File: config.mk
export PLATFORM = sky130hd
export DESIGN_NAME = irq_ack_ctrl
export DESIGN_NICKNAME = d
export VERILOG_FILES = /design/src/rtl/irq_ack_pkg.sv /design/src/rtl/irq_flags.sv /design/src/rtl/irq_prio_enc.sv /design/src/rtl/irq_ack_seq.sv /design/src/rtl/irq_ack_ctrl.sv
export SDC_FILE = /design/constraint.sdc
export NUM_CORES = 1
export LEC_CHECK = 0
export ABC_AREA = 1
export CAP_MARGIN = 20
export CELL_PAD_IN_SITES_DETAIL_PLACEMENT = 1
export CELL_PAD_IN_SITES_GLOBAL_PLACEMENT = 2
export CORE_ASPECT_RATIO = 1.2
export CORE_MARGIN = 2
export CORE_UTILIZATION = 19
export CTS_BUF_LIST = sky130_fd_sc_hd__clkbuf_16
export CTS_CLUSTER_SIZE = 8
export DETAILED_ROUTE_END_ITERATION = 6
export HOLD_SLACK_MARGIN = 0.06
export PLACE_DENSITY_LB_ADDON = 0.1
export SYNTH_ARGS = -nofsm -noshare
export SYNTH_HDL_FRONTEND = slang
export SYNTH_SLANG_ARGS = --single-unit
export TNS_END_PERCENT = 5
File: constraint.sdc
create_clock -name clk -period 1.6 [get_ports clk]
set_clock_uncertainty 0.1 [all_clocks]
set_input_delay 0.24 -clock clk [delete_from_list [all_inputs] [get_ports clk]]
set_output_delay 0.24 -clock clk [all_outputs]
set_load 0.02 [all_outputs]
File: src/rtl/irq_ack_pkg.sv
package irq_ack_pkg;
  typedef enum logic [1:0] {
    SEQ_IDLE = 2'd0,
    SEQ_ACK  = 2'd1,
    SEQ_RET  = 2'd2
  } seq_state_t;

  typedef enum logic [1:0] {
    WR_PEND = 2'd0,
    WR_EN   = 2'd1,
    WR_GIE  = 2'd2,
    WR_NONE = 2'd3
  } wr_tgt_t;
endpackage

File: src/rtl/irq_flags.sv
module irq_flags #(
  parameter int NSRC = 8
) (
  input  logic            clk,
  input  logic            rst_n,
  input  logic [NSRC-1:0] src_evt,
  input  logic            boot_mode,
  input  logic            pend_wr,
  input  logic            en_wr,
  input  logic [NSRC-1:0] wr_data,
  output logic [NSRC-1:0] pend,
  output logic [NSRC-1:0] en
);

  for (genvar k = 0; k < NSRC; k++) begin : g_src
    logic evt_ok;
    // in boot mode a repeat event on an already pending source is dropped
    assign evt_ok = src_evt[k] & ~(boot_mode & pend[k]);

    always_ff @(posedge clk) begin
      if (!rst_n) begin
        pend[k] <= 1'b0;
      end else if (evt_ok) begin
        pend[k] <= 1'b1;
      end else if (pend_wr) begin
        pend[k] <= pend[k] & wr_data[k];
      end
    end

    // an accepted event always leaves the flag set
    p_evt_sets_r2: assert property (@(posedge clk) disable iff (!rst_n)
      (src_evt[k] && !(boot_mode && pend[k])) |=> pend[k]);

    // boot-mode repeat event loses against a clearing write
    p_boot_loss_r10: assert property (@(posedge clk) disable iff (!rst_n)
      (boot_mode && pend[k] && pend_wr && !wr_data[k]) |=> !pend[k]);
  end

  always_ff @(posedge clk) begin
    if (!rst_n) en <= '0;
    else if (en_wr) en <= wr_data;
  end

endmodule

File: src/rtl/irq_prio_enc.sv
module irq_prio_enc #(
  parameter int NSRC = 8,
  localparam int IW = (NSRC > 1) ? $clog2(NSRC) : 1
) (
  input  logic            clk,
  input  logic            rst_n,
  input  logic [NSRC-1:0] active,
  output logic            any,
  output logic [IW-1:0]   sel
);

  always_comb begin
    sel = '0;
    for (int i = NSRC - 1; i >= 0; i--) begin
      if (active[i]) sel = IW'(i);
    end
  end

  assign any = |active;

  logic [NSRC-1:0] below_sel;
  assign below_sel = (NSRC'(1) << sel) - NSRC'(1);

  // chosen source is active and nothing of higher priority is
  p_sel_active_r4: assert property (@(posedge clk) disable iff (!rst_n)
    any |-> active[sel]);
  p_sel_lowest_r4: assert property (@(posedge clk) disable iff (!rst_n)
    any |-> ((active & below_sel) == '0));

endmodule

File: src/rtl/irq_ack_seq.sv
module irq_ack_seq
  import irq_ack_pkg::*;
#(
  parameter int          AW         = 15,
  parameter int          ACK_CYCLES = 7,
  parameter logic [AW-1:0] VECTOR   = AW'(16'h00FF),
  localparam int         CW         = $clog2(ACK_CYCLES),
  localparam logic [CW-1:0] LAST    = CW'(ACK_CYCLES - 1)
) (
  input  logic          clk,
  input  logic          rst_n,
  input  logic          src_any,
  input  logic          insn_start,
  input  logic          skip_next,
  input  logic          boot_mode,
  input  logic          reti,
  input  logic [AW-1:0] pc_now,
  input  logic          gie_wr,
  input  logic          gie_wdata,
  input  logic          push_ready,
  input  logic          pop_ready,
  input  logic [AW-1:0] pop_data,
  output logic          gie,
  output logic          irq_req,
  output logic          ack_busy,
  output logic          push_valid,
  output logic [AW-1:0] push_data,
  output logic          pop_valid,
  output logic          pc_load,
  output logic [AW-1:0] pc_load_addr
);

  seq_state_t    st;
  logic [CW-1:0] cnt;
  logic          push_done;
  logic [AW-1:0] ret_addr;
  logic          ack_start, ret_start, push_fire, pop_fire, ack_done;

  assign irq_req   = src_any & gie;
  assign ack_start = (st == SEQ_IDLE) & insn_start & ~skip_next & irq_req & ~boot_mode;
  assign ret_start = (st == SEQ_IDLE) & reti & ~ack_start;

  assign push_valid = (st == SEQ_ACK) & ~push_done;
  assign push_data  = ret_addr;
  assign push_fire  = push_valid & push_ready;
  assign pop_valid  = (st == SEQ_RET);
  assign pop_fire   = pop_valid & pop_ready;

  assign ack_done     = (st == SEQ_ACK) & (cnt == LAST) & (push_done | push_fire);
  assign pc_load      = ack_done | pop_fire;
  assign pc_load_addr = ack_done ? VECTOR : pop_data;
  assign ack_busy     = (st == SEQ_ACK);

  always_ff @(posedge clk) begin
    if (!rst_n) begin
      st        <= SEQ_IDLE;
      cnt       <= '0;
      push_done <= 1'b0;
      ret_addr  <= '0;
    end else begin
      unique case (st)
        SEQ_IDLE: begin
          if (ack_start) begin
            st        <= SEQ_ACK;
            cnt       <= CW'(1);
            push_done <= 1'b0;
            ret_addr  <= pc_now;
          end else if (ret_start) begin
            st <= SEQ_RET;
          end
        end
        SEQ_ACK: begin
          if (push_fire) push_done <= 1'b1;
          if (cnt != LAST) cnt <= cnt + CW'(1);
          if (ack_done) st <= SEQ_IDLE;
        end
        SEQ_RET: begin
          if (pop_fire) st <= SEQ_IDLE;
        end
        default: st <= SEQ_IDLE;
      endcase
    end
  end

  always_ff @(posedge clk) begin
    if (!rst_n)         gie <= 1'b0;
    else if (ack_start) gie <= 1'b0;
    else if (pop_fire)  gie <= 1'b1;
    else if (gie_wr)    gie <= gie_wdata;
  end

  // cycles since the last acknowledge start, saturating
  logic [CW:0] since_start;
  always_ff @(posedge clk) begin
    if (!rst_n)             since_start <= '1;
    else if (ack_start)     since_start <= (CW+1)'(1);
    else if (~&since_start) since_start <= since_start + (CW+1)'(1);
  end

  p_gie_clear_r6: assert property (@(posedge clk) disable iff (!rst_n)
    ack_start |=> (!gie && push_valid));
  p_ack_not_early_r7: assert property (@(posedge clk) disable iff (!rst_n)
    (ack_busy && pc_load) |-> (since_start >= (CW+1)'(LAST)));
  p_ack_load_due_r7: assert property (@(posedge clk) disable iff (!rst_n)
    (ack_busy && since_start >= (CW+1)'(LAST) && !push_valid) |-> pc_load);
  p_gie_set_ret_r8: assert property (@(posedge clk) disable iff (!rst_n)
    pop_fire |=> gie);
  p_boot_keep_gie_r9: assert property (@(posedge clk) disable iff (!rst_n)
    (boot_mode && !gie_wr && !pop_valid) |=> (gie == $past(gie)));
  p_push_hold_r12: assert property (@(posedge clk) disable iff (!rst_n)
    (push_valid && !push_ready) |=> (push_valid && $stable(push_data)));
  p_pop_hold_r12: assert property (@(posedge clk) disable iff (!rst_n)
    (pop_valid && !pop_ready) |=> pop_valid);

endmodule

File: src/rtl/irq_ack_ctrl.sv
module irq_ack_ctrl
  import irq_ack_pkg::*;
#(
  parameter int NSRC       = 8,
  parameter int AW         = 15,
  parameter int ACK_CYCLES = 7,
  localparam int IW        = (NSRC > 1) ? $clog2(NSRC) : 1
) (
  input  logic            clk,
  input  logic            rst_n,
  input  logic [NSRC-1:0] src_evt,
  input  logic [1:0]      wr_target,
  input  logic [NSRC-1:0] wr_data,
  input  logic            insn_start,
  input  logic            skip_next,
  input  logic            boot_mode,
  input  logic            reti,
  input  logic [AW-1:0]   pc_now,
  output logic            push_valid,
  input  logic            push_ready,
  output logic [AW-1:0]   push_data,
  output logic            pop_valid,
  input  logic            pop_ready,
  input  logic [AW-1:0]   pop_data,
  output logic            pc_load,
  output logic [AW-1:0]   pc_load_addr,
  output logic            irq_req,
  output logic            src_any,
  output logic [IW-1:0]   src_sel,
  output logic            ack_busy,
  output logic            gie,
  output logic [NSRC-1:0] pend_bits,
  output logic [NSRC-1:0] en_bits
);

  wr_tgt_t tgt;
  assign tgt = wr_tgt_t'(wr_target);

  irq_flags #(.NSRC(NSRC)) u_flags (
    .clk      (clk),
    .rst_n    (rst_n),
    .src_evt  (src_evt),
    .boot_mode(boot_mode),
    .pend_wr  (tgt == WR_PEND),
    .en_wr    (tgt == WR_EN),
    .wr_data  (wr_data),
    .pend     (pend_bits),
    .en       (en_bits)
  );

  irq_prio_enc #(.NSRC(NSRC)) u_enc (
    .clk   (clk),
    .rst_n (rst_n),
    .active(pend_bits & en_bits),
    .any   (src_any),
    .sel   (src_sel)
  );

  irq_ack_seq #(.AW(AW), .ACK_CYCLES(ACK_CYCLES)) u_seq (
    .clk         (clk),
    .rst_n       (rst_n),
    .src_any     (src_any),
    .insn_start  (insn_start),
    .skip_next   (skip_next),
    .boot_mode   (boot_mode),
    .reti        (reti),
    .pc_now      (pc_now),
    .gie_wr      (tgt == WR_GIE),
    .gie_wdata   (wr_data[0]),
    .push_ready  (push_ready),
    .pop_ready   (pop_ready),
    .pop_data    (pop_data),
    .gie         (gie),
    .irq_req     (irq_req),
    .ack_busy    (ack_busy),
    .push_valid  (push_valid),
    .push_data   (push_data),
    .pop_valid   (pop_valid),
    .pc_load     (pc_load),
    .pc_load_addr(pc_load_addr)
  );

  // request only with the global enable and an active source
  p_req_gated_r3: assert property (@(posedge clk) disable iff (!rst_n)
    irq_req |-> (gie && ((pend_bits & en_bits) != '0)));

endmodule

**Yosys cells after proc, flatten, opt, wreduce, memory -nomap -nowiden**

Index checks and enable logic that the tools add are counted.

- Flip-flop bits (word level): 38

- Reductions and logical operators: 18
- Muxes and demuxes: 38
- Add/sub/neg operators: 1
- Equal/unequal tests: 12
- Bitwise operators: 52

Operators by type and width:

| kind | number |
|---|---|
| 1-bit bitwise AND | 36 |
| 3-bit two-way mux | 10 |
| 1-bit two-way mux | 20 |
| 2-bit nonzero test | 10 |
| 15-bit two-way mux | 1 |
| 1-bit NOT | 13 |
| 3-bit AND reduction | 3 |
| 8-bit bitwise AND | 1 |
| 2-bit two-way mux | 4 |
| 2-bit by 1-bit != test with 1-bit output, second input constant | 4 |
| 8-bit OR reduction | 1 |
| 2-bit one-hot mux with 3 select lines | 1 |
| 3-bit one-hot mux with 2 select lines | 1 |
| 2-bit by 1-bit equality test with 1-bit output, second input constant | 2 |
| 2-bit equality test, second input constant | 2 |
| 2-bit zero test | 2 |
| 3-bit by 1-bit adder with 3-bit output, second input constant | 1 |
| 3-bit equality test, second input constant | 1 |
| 3-bit by 1-bit != test with 1-bit output, second input constant | 1 |
| 3-bit != test, second input constant | 1 |
| 2-bit != test, second input constant | 1 |
| 1-bit bitwise OR | 2 |
| 1-bit one-hot mux with 2 select lines | 1 |
| 2-bit AND reduction | 1 |
| 2-bit OR reduction | 1 |

**Logic depth before layout (Yosys ltp)**

- Word-level depth: 10
- Depth in mapped cells: 9
- Depth with buffers taken out: 9

**Modules after synthesis**

A second synthesis with hierarchy kept.

- Cells, all modules: 286
- Area, all modules: 1899.3 sq um

Modules (own cells, without submodules):

| module | cells an instance | instances | area each (sq um) | seq. area each (sq um) |
|---|---|---|---|---|
| irq_ack_seq | 159 | 1 | 1091.0 | 440.4 |
| irq_flags | 84 | 1 | 630.6 | 320.3 |
| irq_prio_enc | 22 | 1 | 98.8 | 0.0 |
| irq_ack_ctrl | 21 | 1 | 78.8 | 0.0 |

**Worst setup path before layout**

No wires, ideal clock.

- Kind: register to output
- Start point: reg u_flags.pend[7]
- End point: out src_sel[0]
- Setup slack: -144 ps
- Required time: 1260 ps
- Stages on the path, launching flop included: 7
- Arrival: 1404 ps
- Cell sequence: dfxtp_1 -> nand2_2 -> a21oi_1 -> a21oi_1 -> o21ai_0 -> nand2_1 -> a21boi_0

- Cells in the longest elaborated chain, start to end: 9

RTL lines:

| item | line | text |
|---|---|---|
| start: declaration | irq_flags.sv:11 | `output logic [NSRC-1:0] pend,` |
| start signal: indexed assignment | irq_flags.sv:26 | `pend[k] <= pend[k] & wr_data[k];` |
| 8-bit bitwise AND | irq_ack_ctrl.sv:54 | `.active(pend_bits & en_bits),` |
| 3-bit two-way mux (8 in a row) | irq_prio_enc.sv:15 | `if (active[i]) sel = IW'(i);` |
| end: declaration | irq_ack_ctrl.sv:29 | `output logic [IW-1:0] src_sel,` |

Every way passes these cells.

**Worst setup path in the final report**

- Start point: reg u_seq.cnt[0]
- End point: out pc_load_addr[12]

- Cells in the longest elaborated chain, start to end: 4

RTL lines:

| item | line | text |
|---|---|---|
| start: declaration | irq_ack_seq.sv:34 | `logic [CW-1:0] cnt;` |
| start signal: assignment | irq_ack_seq.sv:74 | `if (cnt != LAST) cnt <= cnt + CW'(1);` |
| 3-bit equality test | irq_ack_seq.sv:49 | `assign ack_done = (st == SEQ_ACK) & (cnt == LAST) & (push_done \| push_fire);` |
| 1-bit bitwise AND (2 in a row) | irq_ack_seq.sv:49 |  |
| 15-bit two-way mux | irq_ack_seq.sv:51 | `assign pc_load_addr = ack_done ? VECTOR : pop_data;` |
| end: declaration | irq_ack_ctrl.sv:26 | `output logic [AW-1:0] pc_load_addr,` |

Every way passes these cells.

==> key figures <==
Power
  • PD cells: 696 nW/um^2
  • Maximum vdd drop: 418 uV
  • Leakage: 0.00189 uW

Global routing
  • Initial antenna violation count: 0
  • Global-route wire length before repair: 11.6 mm
  • Global route total overflow: 0
  • Vias in the first global route: 2,424
  • Largest net degree at the start of global routing: 29
  • Tot GR Track Use: 13.7%

CTS
  • CTS Buffer Depth: 2
  • Cts hold-fix bufs: 0
  • TritonCTS clock tree: yes
  • Clock sink count: 38
  • Clock slew at reported path FFs: 60 ps
  • CTS buffer count: 5
  • Root Driver: clkbuf_16
  • Latest clock arrival within the worst-skew pair: 280 ps
  • H-tree depth: 2

Timing
  • Worst rel slew slack: 54.6%
  • Tmin final: 1850 ps
  • Slew Viols, Final: 0
  • Unrepaired setup endpoints after global routing: true
  • Peak Freq: 539 MHz
  • Worst slew pin tran: 680 ps
  • Final-report hold violation count: 0
  • Crit share post-route: 116%
  • PnR worst setup slack: -255 ps
  • Final setup viols: 18
  • Hold slack: 360 ps

Detailed routing
  • Final WL: 7.34 mm
  • Drt first pass iters: 4
  • DRC Markers: 0
  • Wire per inst: 13.4 um
  • Drt first-iter violations: 32
  • ANT nets after route: 0
  • Vias per cell: 4.17
  • Via count: 2,289

Synthesis
  • Seq cells post-synth: 38
  • Top FF cell, synth: dfxtp_1
  • Synth cell count leaders: 58 x nand2_1, 38 x dfxtp_1, 28 x inv_1
  • Yosys cell types: 28
  • Count leader, synth: nand2_1
  • Synth top area cells: dfxtp_1 40%, nand2_1 11%, a21oi_1 5.8%
  • Top cell type's share of synthesized area: 39.8%
  • Post-synthesis average cell area: 7.38 um^2
  • Leading area contributor after synthesis: dfxtp_1
  • Netlist Area Pre-Place: 1910 um^2
  • Async SR Flop Fraction: 0%
  • Ys Warns: 0
  • Post-Syn Nets: 317
  • Post-synth EDFFs: 0
  • Register area share after synthesis: 39.8%
  • Post-synthesis instance total: 259

Placed design
  • HPWL after detailed placement: 5.30 mm
  • RePlAce Congestion: 0.716
  • Post-DP Area: 3450 um^2
  • Placed Cells: 530
  • Input/output buffers: 111

Layout
  • Fin cells: 549
  • Share of cells above drive strength 1: 36.2%
  • Final net count: 482
  • Post-Route Utilization: 38.6%
  • # diodes: 0
  • Cell area after layout: 3820 um^2
  • Synth-to-layout area growth: 99.9%

Critical path
  • CP Class: reg2out
  • Crit path capture type: output pin
  • CP required: 1260 ps
  • Arr. time, crit path: 1510 ps
  • Crit Path Max Fanout: 9
  • CP Launch Type: flip-flop

Outcome
  • Failing checks: setup timing
  • Status: finished with violations

Die
  • Initial Utilization: 19.3%
  • I/O pin count: 112
  • Die Ht: 114 um
  • Die width: 95.6 um
  • Core box area: 9910 um^2
  • # rows: 40
  • Die area: 10,900 um^2

Job
  • Max-Cap Viols: 0

Min path
  • Worst hold path class: reg2reg
## critical path, stage by stage, from the launching register on
cell	delay, ps
dfxtp_2	330
inv_2	80
ha_4	130
inv_2	40
nor3_4	160
o21ai_4	110
buf_12	150
nand2_1	50
inv_1	30
buf_2	140
## layout by cell type (no fill, tap or decap), types with 7 or more instances in the layout
master,netlist,final
a21oi_1,22,20
a21oi_2,9,11
buf_2,2,9
buf_4,0,47
buf_6,3,21
clkdlybuf4s50_1,0,61
dfxtp_1,38,29
dfxtp_2,0,9
dlygate4sd2_1,0,19
dlymetal6s2s_1,0,7
inv_1,28,25
nand2_1,58,44
nand2_2,16,24
nand3_1,21,21
nor2_1,23,20
o21ai_0,18,17
## final cells by class
type,count,area (um^2)
fill,1196,6090
inverter,30,114
tap,126,158
sequential,38,772
multi-input combinational,182,1080
clock inverter,1,3.75
timing repair buffer,167,1560
clock buffer,5,125
## per-layer routing
metal | vias to the layer above | track usage, % | routed length [um]
li1 | 1151 | - | -
met1 | 1063 | 16.3 | 3190
met2 | 71 | 24.3 | 3620
met3 | 4 | 3.24 | 469
met4 | 0 | 3.43 | 60
met5 | - | 0 | 0
## final timing paths
kind,from,endpoint,slack [ps],cells past startpoint
max,u_seq.cnt[0],pc_load_addr[12],-250,9
min,u_seq.push_data[8],u_seq.push_data[8],360,2
max reg2reg,u_seq.cnt[0],u_seq.cnt[0],-170,12
min reg2reg,u_seq.push_data[8],u_seq.push_data[8],360,2
## sequential cells by signal (all words and copies together), names as in the netlist
register,flops
u_seq.push_data,15
u_flags.en,8
u_flags.pend,8
u_seq.cnt,3
u_seq.st,2
u_seq.gie,1
u_seq.push_done,1
## stage by stage
| step | power (uW) | TNS [ps] | worst slack [ps] |
|---|---|---|---|
| floorplan | 1290 | -173 | -19.2 |
| global placement | 1700 | -10890 | -476 |
| detailed placement | 1700 | -11560 | -517 |
| CTS | 2670 | -3990 | -268 |
| global route | 2800 | -5320 | -324 |
| finish | 2660 | -3900 | -255 |
## repair_timing
action,CTS,global route
pin swaps,3,13
endpoints found under the setup margin,53,52
resized for setup,167,39
setup buffers,11,1
cloned,1,0
## report_power, final
| group | internal [uW] | switching, uW | total (uW) |
|---|---|---|---|
| registers | 988 | 27.5 | 1020 |
| clock network | 555 | 386 | 941 |
| logic | 369 | 332 | 701 |
| total | 1910 | 746 | 2660 |
## kinds of logic (layout without fill, tap and decap cells)
kind of cell               count (synthesis)  after routing  synth area share [%]
AOI/OAI and AO/OA                         54             54                  17.1
adders and majority gates                  2              2                  1.31
DFF                                       38             38                  39.8
and+or+nand+nor                          125            125                  31.4
xor gates and xnor gates                   1              1                 0.458
buffers and inverters                     39            203                  9.88
No activity file was read; power rests on OpenSTA's default activity.
